[config.mk]
export PLATFORM = sky130hd
export DESIGN_NAME = i2c_bus_status_mon
export DESIGN_NICKNAME = d
export VERILOG_FILES = /design/src/rtl/i2c_mon_pkg.sv /design/src/rtl/i2c_mon_sync.sv /design/src/rtl/i2c_mon_cond_det.sv /design/src/rtl/i2c_mon_bit_tracker.sv /design/src/rtl/i2c_bus_status_mon.sv
export SDC_FILE = /design/constraint.sdc
export NUM_CORES = 1
export LEC_CHECK = 0
export ABC_AREA = 1
export CAP_MARGIN = 20
export CORE_ASPECT_RATIO = 1.5
export CORE_MARGIN = 8
export CORE_UTILIZATION = 30
export CTS_CLUSTER_SIZE = 20
export DETAILED_ROUTE_END_ITERATION = 6
export PLACE_DENSITY = 0.6
export SLEW_MARGIN = 10
export SYNTH_ARGS = -nofsm -noshare
export SYNTH_HDL_FRONTEND = slang
export SYNTH_HIERARCHICAL = 1
export SYNTH_SLANG_ARGS = --single-unit
[constraint.sdc]
create_clock -name clk -period 2.4 [get_ports clk]
set_input_delay 0.48 -clock clk [delete_from_list [all_inputs] [get_ports clk]]
set_output_delay 0.48 -clock clk [all_outputs]
set_load 0.02 [all_outputs]
[src/rtl/i2c_mon_pkg.sv]
package i2c_mon_pkg;

  localparam int STATUS_W = 8;

  typedef struct packed {
    logic err;
    logic ack;
    logic busy;
  } mon_flags_t;

  function automatic logic [STATUS_W-1:0] pack_status(input mon_flags_t f);
    logic [STATUS_W-1:0] r;
    r = '0;
    r[0] = f.busy;
    r[1] = f.ack;
    r[2] = f.err;
    return r;
  endfunction

  // SDA moves while SCL stays high on both samples
  function automatic logic is_start(input logic scl_now, input logic scl_prev,
                                    input logic sda_now, input logic sda_prev);
    return scl_now & scl_prev & sda_prev & ~sda_now;
  endfunction

  function automatic logic is_stop(input logic scl_now, input logic scl_prev,
                                   input logic sda_now, input logic sda_prev);
    return scl_now & scl_prev & ~sda_prev & sda_now;
  endfunction

endpackage

[src/rtl/i2c_mon_sync.sv]
module i2c_mon_sync #(
  parameter int W      = 2,
  parameter int STAGES = 2
) (
  input  logic         clk,
  input  logic         rst_n,
  input  logic [W-1:0] d,
  output logic [W-1:0] q
);
  logic [STAGES-1:0][W-1:0] stage;

  always_ff @(posedge clk or negedge rst_n) begin
    if (!rst_n) begin
      stage <= '1;
    end else begin
      stage[0] <= d;
      for (int i = 1; i < STAGES; i++) stage[i] <= stage[i-1];
    end
  end

  assign q = stage[STAGES-1];
endmodule

[src/rtl/i2c_mon_cond_det.sv]
module i2c_mon_cond_det
  import i2c_mon_pkg::*;
(
  input  logic clk,
  input  logic rst_n,
  input  logic scl_s,
  input  logic sda_s,
  output logic scl_rise,
  output logic scl_fall,
  output logic start_evt,
  output logic stop_evt
);
  logic scl_d, sda_d;

  always_ff @(posedge clk or negedge rst_n) begin
    if (!rst_n) begin
      scl_d <= 1'b1;
      sda_d <= 1'b1;
    end else begin
      scl_d <= scl_s;
      sda_d <= sda_s;
    end
  end

  assign scl_rise  = scl_s & ~scl_d;
  assign scl_fall  = ~scl_s & scl_d;
  assign start_evt = is_start(scl_s, scl_d, sda_s, sda_d);
  assign stop_evt  = is_stop(scl_s, scl_d, sda_s, sda_d);
endmodule

[src/rtl/i2c_mon_bit_tracker.sv]
module i2c_mon_bit_tracker #(
  parameter int BITS_PER_BYTE = 8,
  localparam int ACK_IDX = BITS_PER_BYTE,
  localparam int LAST    = BITS_PER_BYTE + 1,
  localparam int CNT_W   = $clog2(BITS_PER_BYTE + 2)
) (
  input  logic             clk,
  input  logic             rst_n,
  input  logic             enable,
  input  logic             scl_rise,
  input  logic             scl_fall,
  input  logic             start_evt,
  input  logic             stop_evt,
  output logic             ack_slot,
  output logic             byte_end,
  output logic [CNT_W-1:0] bit_cnt
);
  assign ack_slot = enable & scl_rise & (bit_cnt == CNT_W'(ACK_IDX));
  assign byte_end = enable & scl_fall & (bit_cnt == CNT_W'(LAST));

  always_ff @(posedge clk or negedge rst_n) begin
    if (!rst_n) begin
      bit_cnt <= '0;
    end else if (!enable || start_evt || stop_evt || byte_end) begin
      bit_cnt <= '0;
    end else if (scl_rise && bit_cnt != CNT_W'(LAST)) begin
      bit_cnt <= bit_cnt + 1'b1;
    end
  end
endmodule

[src/rtl/i2c_bus_status_mon.sv]
module i2c_bus_status_mon
  import i2c_mon_pkg::*;
#(
  parameter int SYNC_STAGES   = 2,
  parameter int BITS_PER_BYTE = 8
) (
  input  logic                clk,
  input  logic                rst_n,
  input  logic                enable,
  input  logic                sync_mode,
  input  logic                ctrl_wr,
  input  logic                scl_pin,
  input  logic                sda_pin,
  input  logic                drive_en,
  input  logic                drive_bit,
  output logic [STATUS_W-1:0] status,
  output logic                sda_pull_low
);
  localparam int CNT_W = $clog2(BITS_PER_BYTE + 2);

  logic [1:0]       pins_s;
  logic             scl_s, sda_s;
  logic             scl_rise, scl_fall, start_evt, stop_evt;
  logic             ack_slot, byte_end;
  logic [CNT_W-1:0] bit_cnt;
  logic             mismatch_evt;
  logic             blank;
  mon_flags_t       flags;

  i2c_mon_sync #(.W(2), .STAGES(SYNC_STAGES)) u_sync (
    .clk(clk), .rst_n(rst_n), .d({scl_pin, sda_pin}), .q(pins_s)
  );
  assign scl_s = pins_s[1];
  assign sda_s = pins_s[0];

  i2c_mon_cond_det u_det (
    .clk(clk), .rst_n(rst_n), .scl_s(scl_s), .sda_s(sda_s),
    .scl_rise(scl_rise), .scl_fall(scl_fall),
    .start_evt(start_evt), .stop_evt(stop_evt)
  );

  i2c_mon_bit_tracker #(.BITS_PER_BYTE(BITS_PER_BYTE)) u_trk (
    .clk(clk), .rst_n(rst_n), .enable(enable),
    .scl_rise(scl_rise), .scl_fall(scl_fall),
    .start_evt(start_evt), .stop_evt(stop_evt),
    .ack_slot(ack_slot), .byte_end(byte_end), .bit_cnt(bit_cnt)
  );

  assign mismatch_evt = enable & scl_rise & drive_en & (drive_bit ^ sda_s);

  always_ff @(posedge clk or negedge rst_n) begin
    if (!rst_n) begin
      flags <= '0;
      blank <= 1'b0;
    end else if (!enable) begin
      flags <= '0;
      blank <= 1'b0;
    end else begin
      if (start_evt)     flags.busy <= 1'b1;
      else if (stop_evt) flags.busy <= 1'b0;
      if (ack_slot) flags.ack <= sda_s;
      if (mismatch_evt) flags.err <= 1'b1;
      else if (ctrl_wr) flags.err <= 1'b0;
      if (mismatch_evt && sync_mode) blank <= 1'b1;
      else if (byte_end)             blank <= 1'b0;
    end
  end

  assign status       = pack_status(flags);
  assign sda_pull_low = enable & drive_en & ~drive_bit & ~blank;
endmodule

==> results by group <==
Detailed routing
  – Post-DR vias/cell: 4.48
  – Drt total wl: 1580 um
  – DR vias: between 500 and 600
  – M1 WL: 662 um
  – Wire length on met3: 104 um
  – Initial DRC count: 8
  – WL/cell: between 10 and 15 um
  – Max layer used: met4
  – DRC: 0
  – TritonRoute pass-1 iters: 4
  – Post-route ant nets: 0
  – Met2 wire len: 777 um

CTS
  – CTS H-tree depth: 1
  – Post-CTS setup repair buffer count: 0
  – Worst-Skew Late Latency: 0.29 ns
  – Post-CTS sizing: 0
  – CTS buffer count: 3
  – Root buffer cell: clkbuf_4
  – Clock Pin Slew Worst Setup and Hold Paths: around 0.080 ns
  – CTS Buffer Depth: 2
  – CTS tree: done
  – Post-CTS Hold Buffers: 0
  – Clk sinks: 14

Logic synthesis
  – Register bit total from synthesis: 14
  – Yosys warning count: 6
  – Synthesized area per cell: 8.35 um2
  – Cells after synthesis: 93
  – Cell Area, Synth: 777 um2
  – Library cells used by synthesis: 22
  – Post-synthesis sequential area ratio: between 40% and 50%

Finish
  – Share of layout cells above drive strength 1: 20.4%
  – Post-layout util: 38.4%
  – Nets@finish: ~120
  – Commonest non-fill, non-tap cells in the layout: nand2_1 (21), inv_1 (14), clkdlybuf4s50_1 (12)
  – Multi-input gate area in the final layout: 325 um2
  – Non-filler cells, final: 132
  – Commonest non-fill, non-tap cell in the layout: nand2_1
  – Sequential Area: 358 um2
  – # diodes: 0
  – Fillers: 241
  – Layout area overhead: 21.1%

Global route
  – GR Overflow Total: 0
  – First-pass GRT wire length: 2730 um
  – Largest net degree at the start of global routing: 15
  – Vias in the first global route: ~650
  – Total Routing Usage GR: 7.69%
  – Antenna violations before repair: 0

Die
  – DIE WIDTH: 57.6 um
  – Die area: ~4500 um2
  – I/O pin cnt: 18
  – Std-Cell Rows: 22
  – Core footprint: ~2400 um2
  – Initial core utilization: about a third
  – Die Ht: approximately 78 um

Setup path
  – Crit path max fanout: 2
  – Crit path launch type: input port
  – Reg2reg path depth: 7
  – Crit path max-delay cell type: clkdlybuf4s50_1
  – Crit end category: output pin
  – Critical-path cell list: clkdlybuf4s50_1, nand2_1, nor3_1, clkdlybuf4s50_1
  – Critical Path RT: 1.92 ns
  – Critical path's most frequent cell: clkdlybuf4s50_1
  – Slowest cell delay on critical path: between 0.6 and 0.7 ns
  – Worst Path Arrival: 1.83 ns
  – Critical path class: input port to output pin

STA
  – Maximum clock frequency: 0.433 GHz
  – Hold slack: 0.360 ns
  – Final min period: around 2.3 ns
  – Fin crit share: 96.2%
  – RSZ-0062 raised after global routing: no
  – Final Skew: 0.00894 ns
  – Final Hold Vio Count: 0
  – Final setup viols: 0
  – Post-route setup slack: 0.0913 ns
  – Rel. slew slack: 56.8%
  – Final Max Slew Viols: 0
  – Fin Setup TNS: 0 ns
  – Slew @ Worst Pin: ~0.65 ns

Power
  – Pwr dens: roughly 520 nW/um2
  – Cell-internal power: 368 uW
  – Sequential share of power: about half
  – Peak supply drop: about 0.00020 V
  – Switching Share: 25.3%
  – NetSw: 124 uW
  – Logic pwr share: 13.0%
  – Leak: 0.000438 uW
  – Clock share of power: 35.4%

Placed design
  – Dpl cells: 128
  – RD Place Congestion: 0.807
  – I/O Buffers: 12
  – DP HPWL: 1230 um
  – Setup WS pre-CTS: 0.0847 ns

Min path
  – Min-delay worst type: flip-flop to flip-flop
  – Hold Crit Depth: 0

Run
  – Max-cap check violation count: 0

Status
  – Status: finished, final reports clean
[worst paths after layout]
kind                                end       startpoint  slack (ns)
max                        sda_pull_low           enable        0.09
min                         u_sync/q[0]  u_sync/stage[0]        0.36
max reg2reg                   status[1]      u_sync/q[1]        0.98
min reg2reg                 u_sync/q[0]  u_sync/stage[0]        0.36
max in group asynchronous     status[0]            rst_n        1.40
min in group asynchronous         blank            rst_n        0.58
[registers in the layout (all words and copies together) (netlist names)]
signal,cells
u_trk/bit_cnt,4
status,3
u_sync/q,2
u_sync/stage,2
blank,1
u_det/scl_d,1
u_det/sda_d,1
[kinds of logic after synthesis]
group	Yosys count	share of synthesized area, %
AO/OA/AOI/OAI	6	5.64
adder cells (fa/ha/maj)	3	4.83
buffers and inverters	22	14.0
flip-flops	14	46.1
other	1	0.483
AND/OR/NAND/NOR	47	29.0
[power by group through the flow]
| stage | sequential, uW | combinational (uW) | clock, uW |
|---|---|---|---|
| final | 254 | 63.8 | 174 |
| after global routing | 256 | 71.4 | 189 |
| after CTS | 254 | 64.2 | 179 |
| after detailed placement | 259 | 64.0 | 0 |
| after global placement | 258 | 63.2 | 0 |
| after floorplan | 257 | 42.5 | 0 |
[routing by layer]
layer / vias to the layer above / track usage (%)
met1: 271 / 7.14
met4: 0 / 5.29
met5: - / 0
li1: 299 / -
met2: 18 / 13.8
met3: 4 / 2.45
[Yosys cell counts, drive strengths merged]
cell    instances  area (um2)
nand2          21        78.8
inv            15        56.3
nor2           15        71.3
dfrtp           8         200
buf             7        52.6
nand3           7        52.6
dfstp           6         158
a21oi           3        18.8
ha              3        37.5
nor3            2        10.0
o21ai           2        13.8
conb            1        3.75
nand4           1        6.26
o21bai          1        11.3
or2             1        6.26
[worst max-delay path: cells and delay by family]
family	cells	cell delay, ns
buf+inv	2	1.13
simple gates	2	0.22
[per-stage QoR]
stage	total power [uW]	area (um2)
detailed placement	323	905
global route	516	941
floorplan	300	792
finish	492	941
CTS	498	941
global placement	321	905
[area by class of cell]
cell class	instances	area share (%)
Inverter	15	5.98
Tap cell	24	3.19
Clock buffer	4	3.86
Sequential cell	14	38.0
Timing Repair Buffer	14	14.4
Multi-Input combinational cell	61	34.6
Note: power is estimated with default switching activity, not from simulation.
